$ cat config.mk
export PLATFORM = sky130hd
export DESIGN_NAME = rx_sym_top
export DESIGN_NICKNAME = d
export VERILOG_FILES = /design/src/rtl/rx_sym_pkg.sv /design/src/rtl/rx_sym_sync.sv /design/src/rtl/rx_sym_hunt.sv /design/src/rtl/rx_sym_frame.sv /design/src/rtl/rx_sym_top.sv
export SDC_FILE = /design/constraint.sdc
export NUM_CORES = 1
export LEC_CHECK = 0
export BUFFER_PORTS_ARGS = -buffer_cell sky130_fd_sc_hd__clkbuf_2
export CELL_PAD_IN_SITES_DETAIL_PLACEMENT = 1
export CELL_PAD_IN_SITES_GLOBAL_PLACEMENT = 1
export CORE_ASPECT_RATIO = 1.2
export CORE_MARGIN = 1
export CORE_UTILIZATION = 49
export CTS_CLUSTER_SIZE = 40
export DETAILED_ROUTE_END_ITERATION = 7
export PLACE_DENSITY = 0.94
export SLEW_MARGIN = 20
export SYNTH_ARGS = -nofsm -noshare
export SYNTH_HDL_FRONTEND = slang
export SYNTH_SLANG_ARGS = --single-unit
$ cat constraint.sdc
create_clock -name clk -period 5.3 [get_ports clk]
set_clock_uncertainty 0.2 [all_clocks]
set_input_delay 0.53 -clock clk [delete_from_list [all_inputs] [get_ports clk]]
set_output_delay 0.53 -clock clk [all_outputs]
set_load 0.005 [all_outputs]
$ cat src/rtl/rx_sym_pkg.sv
package rx_sym_pkg;

    localparam int BIT_CLKS_D = 40;  // clocks per bit
    localparam int SYM_W_D    = 12;  // bits per symbol
    localparam int PRE_BITS_D = 8;   // high-run length and alternating count, in bits
    localparam int TOL_D      = 4;   // accepted deviation of any run, in clocks

    typedef enum logic [1:0] {
        HUNT_IDLE,
        HUNT_HIGH,
        HUNT_ALT,
        HUNT_LOCK
    } hunt_e;

    function automatic logic in_window(input int unsigned len,
                                       input int unsigned nom,
                                       input int unsigned tol);
        return (len + tol >= nom) && (len <= nom + tol);
    endfunction

endpackage

$ cat src/rtl/rx_sym_sync.sv
module rx_sym_sync #(
    parameter int STAGES = 2
) (
    input  logic clk,
    input  logic rst_n,
    input  logic din,
    output logic level,
    output logic edge_p
);
    logic [STAGES:0] pipe;

    always_ff @(posedge clk) begin
        if (!rst_n) pipe <= '0;
        else        pipe <= {pipe[STAGES-1:0], din};
    end

    assign level  = pipe[STAGES-1];
    assign edge_p = pipe[STAGES] ^ pipe[STAGES-1];
endmodule

$ cat src/rtl/rx_sym_hunt.sv
module rx_sym_hunt
    import rx_sym_pkg::*;
#(
    parameter int BIT_CLKS = BIT_CLKS_D,
    parameter int PRE_BITS = PRE_BITS_D,
    parameter int TOL      = TOL_D
) (
    input  logic clk,
    input  logic rst_n,
    input  logic en,
    input  logic clr,
    input  logic level,
    input  logic edge_p,
    output logic locked
);
    localparam int HIGH_NOM = PRE_BITS * BIT_CLKS;
    localparam int RUN_MAX  = HIGH_NOM + TOL + 1;
    localparam int RUN_W    = $clog2(RUN_MAX + 1);
    localparam int EDGE_W   = $clog2(PRE_BITS);
    localparam int ALT_LAST = PRE_BITS - 2;  // edge count already seen when the final edge arrives

    hunt_e             state;
    logic [RUN_W-1:0]  run;
    logic [EDGE_W-1:0] alt_n;

    always_ff @(posedge clk) begin
        if (!rst_n || clr) begin
            state <= HUNT_IDLE;
            run   <= '0;
            alt_n <= '0;
        end else begin
            case (state)
                HUNT_IDLE: begin
                    if (en && level) begin
                        state <= HUNT_HIGH;
                        run   <= RUN_W'(1);
                    end
                end
                HUNT_HIGH: begin
                    if (!en) begin
                        state <= HUNT_IDLE;
                    end else if (edge_p) begin
                        if (in_window(32'(run), HIGH_NOM, TOL)) begin
                            state <= HUNT_ALT;
                            run   <= RUN_W'(1);
                            alt_n <= '0;
                        end else begin
                            state <= HUNT_IDLE;
                        end
                    end else if (run != RUN_W'(RUN_MAX)) begin
                        run <= run + 1'b1;
                    end
                end
                HUNT_ALT: begin
                    if (!en) begin
                        state <= HUNT_IDLE;
                    end else if (edge_p) begin
                        if (!in_window(32'(run), BIT_CLKS, TOL)) begin
                            state <= HUNT_IDLE;
                        end else if (alt_n == EDGE_W'(ALT_LAST)) begin
                            state <= HUNT_LOCK;
                        end else begin
                            alt_n <= alt_n + 1'b1;
                            run   <= RUN_W'(1);
                        end
                    end else if (32'(run) > BIT_CLKS + TOL) begin
                        state <= HUNT_IDLE;
                    end else begin
                        run <= run + 1'b1;
                    end
                end
                default: state <= HUNT_LOCK;
            endcase
        end
    end

    assign locked = (state == HUNT_LOCK);
endmodule

$ cat src/rtl/rx_sym_frame.sv
module rx_sym_frame
    import rx_sym_pkg::*;
#(
    parameter int BIT_CLKS = BIT_CLKS_D,
    parameter int SYM_W    = SYM_W_D
) (
    input  logic             clk,
    input  logic             rst_n,
    input  logic             locked,
    input  logic             level,
    input  logic             edge_p,
    input  logic             rd,
    output logic [SYM_W-1:0] sym_out,
    output logic             ready
);
    localparam int HALF  = BIT_CLKS / 2;
    localparam int CNT_W = $clog2(BIT_CLKS);
    localparam int NB_W  = $clog2(SYM_W);

    logic [CNT_W-1:0] phase;
    logic [NB_W-1:0]  nbits;
    logic             skip;
    logic             rd_q;
    logic [SYM_W-1:0] shreg;
    logic [SYM_W-1:0] hold;

    logic samp, take, done, rd_fall;
    logic [SYM_W-1:0] shnext;

    assign samp    = locked && !edge_p && (phase == CNT_W'(BIT_CLKS - 1));
    assign take    = samp && !skip;
    assign done    = take && (nbits == NB_W'(SYM_W - 1));
    assign rd_fall = rd_q && !rd;
    assign shnext  = {shreg[SYM_W-2:0], level};

    always_ff @(posedge clk) begin
        if (!rst_n) begin
            phase   <= '0;
            nbits   <= '0;
            skip    <= 1'b1;
            rd_q    <= 1'b0;
            shreg   <= '0;
            hold    <= '0;
            sym_out <= '0;
            ready   <= 1'b0;
        end else begin
            rd_q <= rd;
            if (!locked) begin
                phase <= CNT_W'(HALF);
                skip  <= 1'b1;
                nbits <= '0;
            end else if (edge_p) begin
                phase <= CNT_W'(HALF);
            end else if (samp) begin
                phase <= '0;
                skip  <= 1'b0;
            end else begin
                phase <= phase + 1'b1;
            end

            if (take) begin
                shreg <= shnext;
                nbits <= done ? '0 : nbits + 1'b1;
            end
            if (done) hold <= shnext;

            if (done)         ready <= 1'b1;
            else if (rd_fall) ready <= 1'b0;

            if (rd_fall) sym_out <= hold;
        end
    end
endmodule

$ cat src/rtl/rx_sym_top.sv
module rx_sym_top
    import rx_sym_pkg::*;
#(
    parameter int BIT_CLKS = BIT_CLKS_D,
    parameter int SYM_W    = SYM_W_D,
    parameter int PRE_BITS = PRE_BITS_D,
    parameter int TOL      = TOL_D
) (
    input  logic             clk,
    input  logic             rst_n,
    input  logic             rx_en,
    input  logic             rx_in,
    input  logic             rd_strobe,
    input  logic             start_clr,
    output logic [SYM_W-1:0] sym_out,
    output logic             sym_ready,
    output logic             start_det
);
    logic level, edge_p;

    rx_sym_sync #(.STAGES(2)) u_sync (
        .clk(clk), .rst_n(rst_n), .din(rx_in), .level(level), .edge_p(edge_p)
    );

    rx_sym_hunt #(.BIT_CLKS(BIT_CLKS), .PRE_BITS(PRE_BITS), .TOL(TOL)) u_hunt (
        .clk(clk), .rst_n(rst_n), .en(rx_en), .clr(start_clr),
        .level(level), .edge_p(edge_p), .locked(start_det)
    );

    rx_sym_frame #(.BIT_CLKS(BIT_CLKS), .SYM_W(SYM_W)) u_frame (
        .clk(clk), .rst_n(rst_n), .locked(start_det), .level(level),
        .edge_p(edge_p), .rd(rd_strobe), .sym_out(sym_out), .ready(sym_ready)
    );
endmodule

---- After elaboration in Yosys (flattened, before gate mapping) ----
Cells that the tools add are included.
word-level totals
  register bits after elaboration ......... 65
  bits in latches ......................... 0
  RAM bits ................................ 0
  memory bits (read-only) ................. 0
  bits of input ports ..................... 6
  output and inout port bits .............. 14
  word-level logic and storage cells ...... 111
  memories kept ........................... 0
operators by class
  add/subtract/negate cells ............... 5
  $mul .................................... 0
  div/mod/pow operators ................... 0
  order comparisons ....................... 5
  eq/ne operators ......................... 24
  shifts and indexed selects .............. 0
  multiplexer cells ....................... 37
  bitwise logic cells ..................... 4
  reductions and logical operators ........ 23
operators with widths
  operator                number
  $mux W9                 10
  $ge A32 B6 Y1 const B   1
  $ge A32 B9 Y1 const B   1
  $pmux W9 S3             1
  $mux W3                 7
  $mux W2                 9
  $mux W5                 3
  $mux W4                 3
  $add A9 B3 Y10 const B  1
  $ne A2 B1 Y1 const B    5
  $add A9 B1 Y9 const B   1
  $gt A9 B6 Y1 const B    1
  $le A9 B6 Y1 const B    1
  $le A9 B9 Y1 const B    1
  $ne A3 B3 Y1 const B    3
  $ne A9 B9 Y1 const B    1
  $reduce_and A9 Y1       1
  $logic_and A1 B1 Y1     8
  $ne A2 B2 Y1 const B    4
  $reduce_and A8 Y1       1
  $add A6 B1 Y6 const B   1
  $eq A6 B6 Y1 const B    1
  $ne A3 B2 Y1 const B    2
  $pmux W2 S3             1
  21 further kinds        30

---- Logic depth before layout (Yosys ltp) ----
  depth after elaboration ................. 8
  gate-level depth with buffers ........... 9
  depth with buffers taken out ............ 8

---- Hierarchy ----
From an unflattened synthesis, not the netlist that was laid out.
unflattened totals
  cells, all modules ...................... 395
  area total of the unflattened synthesis .. 3338.2 µm²
by module, submodules not included
  module        instances  cells each  area an instance (µm²)  sequential area each (µm²)
  rx_sym_frame  1          227         1953.1                  960.9
  rx_sym_hunt   1          161         1296.2                  280.3
  rx_sym_sync   1          7           88.8                    60.1

---- Worst setup path after synthesis ----
Ideal clock, no wire load.
  path kind ............................... flip-flop to flip-flop
  start ................................... register u_hunt.state[0]
  end ..................................... register u_hunt.run[3]
  setup time .............................. 0.080 ns
  arrival ................................. 2.244 ns
  data required time ...................... 5.020 ns
  slack ................................... 2.776 ns
  cell stages (with the launch flop) ...... 9
  buffers on the path ..................... 0
  clock period less this slack ............ 2.524 ns
  cells stage by stage .................... dfxtp_1 inv_1 ha_1 or3_1 a221oi_2 o2111ai_1 a41o_2 or4_1 o211ai_1
on the way
  longest elaborated chain between the ends .. 3
  elaborated cells on any way between the ends .. 14
  those cells by class .................... 10 x eq/ne; 1 x mux; 3 x reduce/logical
ends and longest elaborated chain
  what                                                   line               text
  start, declared                                        rx_sym_hunt.sv:22  hunt_e state;
  start signal, assigned                                 rx_sym_hunt.sv:28  state <= HUNT_IDLE;
  start signal, assigned                                 rx_sym_hunt.sv:35  state <= HUNT_HIGH;
  start signal, assigned                                 rx_sym_hunt.sv:41  state <= HUNT_IDLE;
  $eq A2 B2 Y1 (tied with other cells)                   rx_sym_hunt.sv:32  case (state)
  $ne A3 B3 Y1 (no source line) (tied with other cells)  -
  $reduce_and A9 Y1 (no source line)                     -
  end signal, assigned                                   rx_sym_hunt.sv:51  run <= run + 1'b1;
  end signal, assigned                                   rx_sym_hunt.sv:69  run <= run + 1'b1;
  end, declared                                          rx_sym_hunt.sv:23  logic [RUN_W-1:0] run;
Several ways; a longest one is shown, not always the timed one.
A chain may end at the register's enable or synchronous reset.

---- Worst setup path after layout ----
  start ................................... register u_hunt.run[2]
  end ..................................... register u_hunt.run[5]
on the way
  longest elaborated chain between the ends .. 5
  elaborated cells on any way between the ends .. 22
  those cells by class .................... 2 x add/sub; 5 x order compare; 5 x eq/ne; 7 x mux; 3 x reduce/logical
ends and longest elaborated chain
  what                                                               line                                                    text
  $add A9 B3 Y10 or $add A9 B1 Y9 (tied branches)                    rx_sym_pkg.sv:18, rx_sym_hunt.sv:51, rx_sym_hunt.sv:69
  $ge A32 B6 Y1 (tied with other cells)                              rx_sym_pkg.sv:18                                        return (len + tol >= nom) && (len <= nom + tol);
  $logic_and A1 B1 Y1 (tied with other cells)                        rx_sym_pkg.sv:18
  $ne A3 B3 Y1 (no source line) (tied with other cells)              -
  $reduce_and A9 Y1 (no source line) or $pmux W9 S3 (tied branches)  -
Several ways; a longest one is shown, not always the timed one. The select of a mux whose other input is x is not followed.

==> metrics.md <==
| Metric | Value |
|---|---|
| Status | finished clean |
| # H-tree levels | 3 |
| CP required | ~5.3 ns |
| First-pass GRT wire length | about 13,000 um |
| Fmax | 326 MHz |
| DR iter-0 viols | 170 |
| Ratio of cells with drive above 1 in the final layout | between 10 and 15% |
| Worst skew pair latency | roughly 0.35 ns |
| Final slew viol count | 0 |
| Gp weighted congestion | between 0.8 and 0.9 |
| Die Y-Extent | just under 90 um |
| Fillers | 761 |
| Wire length per cell | approximately 16 um |
| Max Cap Viol | 0 |
| Critical Path, Cell by Cell | ha_1 -> nand4_1 -> or4_1 -> a2bb2oi_1 -> a21oi_1 -> o21ai_1 -> o211ai_1 |
| Via count | approximately 2,800 |
| Worst Tran Pin Value | between 0.8 and 0.9 ns |
| Largest net degree at the start of global routing | 45 |
| RSZ-0062 raised after global routing | no |
| Fin. Hold Viols | 0 |
| Worst vdd ir | approximately 180 uV |
| Fin worst setup slack | ~2.2 ns |
| # diodes | 0 |
| Core area | 6090 um^2 |
| Post-Syn Nets | just over 400 |
| Prevailing post-synth register cell | dfxtp_1 |
| CTS Buffer Depth | 2 |
| Grt total ovfl | 0 |
| Critical path data arrival time | just over 3 ns |
| Vias in the first global route | approximately 2,700 |
| Syn Inst Count | 384 |
| # DRC | 0 |
| ANT nets after route | 0 |
| Yosys reg bits | 65 |
| Die Span X | approximately 75 um |
| GR Util All Layers | approximately 26% |
| Post-CTS Setup Bufs | 0 |
| Async set or reset register ratio after synthesis | 0% |
| Vias per inst | 5.80 |
| Yosys Warn Count | 0 |
| PD cells | ~280 nW/um^2 |
| Post-route cell area | roughly 3400 um^2 |
| Crit path largest cell delay | 0.54 ns |
| # nets final | 416 |
| Rows | 31 |
| Final wirelength | 7750 um |
| Min cycle time layout | 3.07 ns |
| CP Launch Type | flop |
| I/O Pins | 20 |
| Hold Path Class | in -> reg |
| Placement Setup Slack | about 1.9 ns |
| Worst-path clk slew | 0.08 ns |
| Post-synthesis cell type count | between 50 and 60 |
| Crit. End Element | flop |
| TritonCTS Buffers | 9 |
| Layout area overhead | 9.82% |
| Pre-Repair DR Iteration Count | 4 |
| CP max FO | 11 |
| Clock sink count | 65 |
| Setup TNS | 0 ns |
| Number of antenna violations at the first check in global routing | 0 |
| Slew margin rel. | a little over two fifths |
| Post_cts resized | 0 |
| Static Leakage | between 1 and 1.5 nW |
| Die ar. | ~6700 um^2 |
| Clk Tree Root Cell | clkbuf_8 |
| Hold_buf cts | 0 |
| CTS tree | yes |
| Port Buffers | 19 |
| Post-synth EDFFs | 0 |
| Detailed placement HPWL | approximately 5300 um |
| Setup violations, final | 0 |
| Crit path max-delay cell type | o21ai_1 |
| Crit path kind | reg -> reg |
| Initial core utilization | 51.1% |
| Seq/Total Area, Yosys | 41.9% |
| Area after DPL | 3220 um^2 |
| Syn Area/Cell | 8.10 um^2 |
| Period utilization | 57.8% |
| Mapped cell area | 3110 um^2 |
==> metal layers <==
layer	track usage [%]	wire, um
met1	29.9	3310
met2	45.5	4020
met3	5.52	259
met4	10.3	157
met5	0	0
==> critical path, delay by kind of cell (launching register included) <==
family,cells,cell delay [ns]
AO/OA/AOI/OAI,4,1.12
AND/OR/NAND/NOR,2,0.71
flip-flops,1,0.53
adder cells (fa/ha/maj),1,0.35
==> cell usage after synthesis (2+ instances only) <==
master / n / share of area (%)
nor3_1: 6 / 0.97
xor2_1: 2 / 0.56
buf_6: 2 / 0.72
and3_1: 2 / 0.40
clkbuf_1: 12 / 1.4
dfxtp_1: 65 / 42
o21bai_1: 2 / 0.48
ha_1: 13 / 5.2
and4_1: 2 / 0.56
inv_1: 22 / 2.7
clkbuf_8: 2 / 0.89
and2_1: 4 / 0.80
buf_2: 2 / 0.32
a41o_1: 2 / 0.64
or4_1: 9 / 2.2
a21oi_1: 43 / 6.9
o211ai_1: 7 / 1.7
o21ai_0: 4 / 0.64
nand3_1: 23 / 3.7
or3_1: 5 / 1.0
nand2b_1: 2 / 0.40
nor2_1: 15 / 1.8
xnor2_1: 5 / 1.4
o22ai_1: 2 / 0.40
nand4_1: 8 / 1.6
nand2_1: 87 / 11
a31oi_1: 6 / 1.2
==> state kept, by name, indices dropped and copies added (netlist names) <==
| signal | count |
|---|---|
| u_frame.sym_out | 12 |
| u_frame.phase | 6 |
| u_frame.skip | 1 |
| u_hunt.alt_n | 3 |
| u_frame.hold | 12 |
| u_frame.ready | 1 |
| u_hunt.run | 9 |
| u_sync.pipe | 3 |
| u_frame.rd_q | 1 |
| u_hunt.state | 2 |
| u_frame.shreg | 11 |
| u_frame.nbits | 4 |
==> per-stage QoR <==
stage / total power (W) / cells / hold slack, ns / utilization [%]
global placement: 0.000540 / 468 / 0.225 / 52.8
CTS: 0.000960 / 484 / 0.198 / 56.0
floorplan: 0.000531 / 384 / 0.212 / -
global route: 0.000988 / 484 / 0.210 / 56.1
detailed placement: 0.000542 / 468 / 0.241 / 52.8
finish: 0.000955 / 484 / 0.206 / 56.1
==> cell type report <==
type,count,area (um^2),area share (%)
Clock buffer,9,124,3.63
Clock inverter,7,70.1,2.05
Inverter,23,86.3,2.53
Multi-Input combinational cell,276,1610,47.2
Sequential cell,65,1300,38.1
Tap cell,82,103,3.00
Timing Repair Buffer,22,118,3.44
==> power breakdown <==
| part | total [W] | internal (W) | switching (W) |
|---|---|---|---|
| clock | 0.000424 | 0.000217 | 0.000207 |
| sequential | 0.000495 | 0.000491 | 0.00000401 |
| combinational | 0.0000362 | 0.0000115 | 0.0000247 |
==> cell usage in the layout (no fill, tap or decap), types with 2 or more instances in the layout <==
cell type and count:
and3_1 2, a31oi_1 6, a41o_1 2, o22ai_1 2, clkbuf_8 9, and2_1 4
and4_1 2, inv_1 22, dfxtp_1 65, o21ai_0 4, nor2_1 15, xor2_1 2
buf_4 3, clkbuf_2 19, or3_1 5, clkinv_2 3, nor3_1 5, nand3_1 23
nand4_1 8, nand2b_1 2, nand2_1 87, o211ai_1 7, a21oi_1 43, or4_1 9
xnor2_1 5, ha_1 13, o21bai_1 2
==> cell families (layout without fill, tap and decap cells) <==
group | Yosys count | count (layout) | synth area share [%]
compound gates | 83 | 83 | 17.1
xor+xnor | 9 | 9 | 3.38
fa+ha+maj | 13 | 13 | 5.23
buf+inv | 43 | 61 | 6.44
flops | 65 | 65 | 41.9
mux | 1 | 1 | 0.322
simple gates | 170 | 170 | 25.6
==> path summary, 6_finish.rpt <==
check / start / end / slack (ns) / cells after the start
max: u_hunt.run[2] / u_hunt.run[5] / 2.23 / 7
min: rx_in / u_sync.pipe[0] / 0.21 / 2
min reg2reg: u_frame.phase[0] / u_frame.phase[0] / 0.25 / 1
max reg2reg: u_hunt.run[2] / u_hunt.run[5] / 2.23 / 7
(Power assumes the default switching activity.)
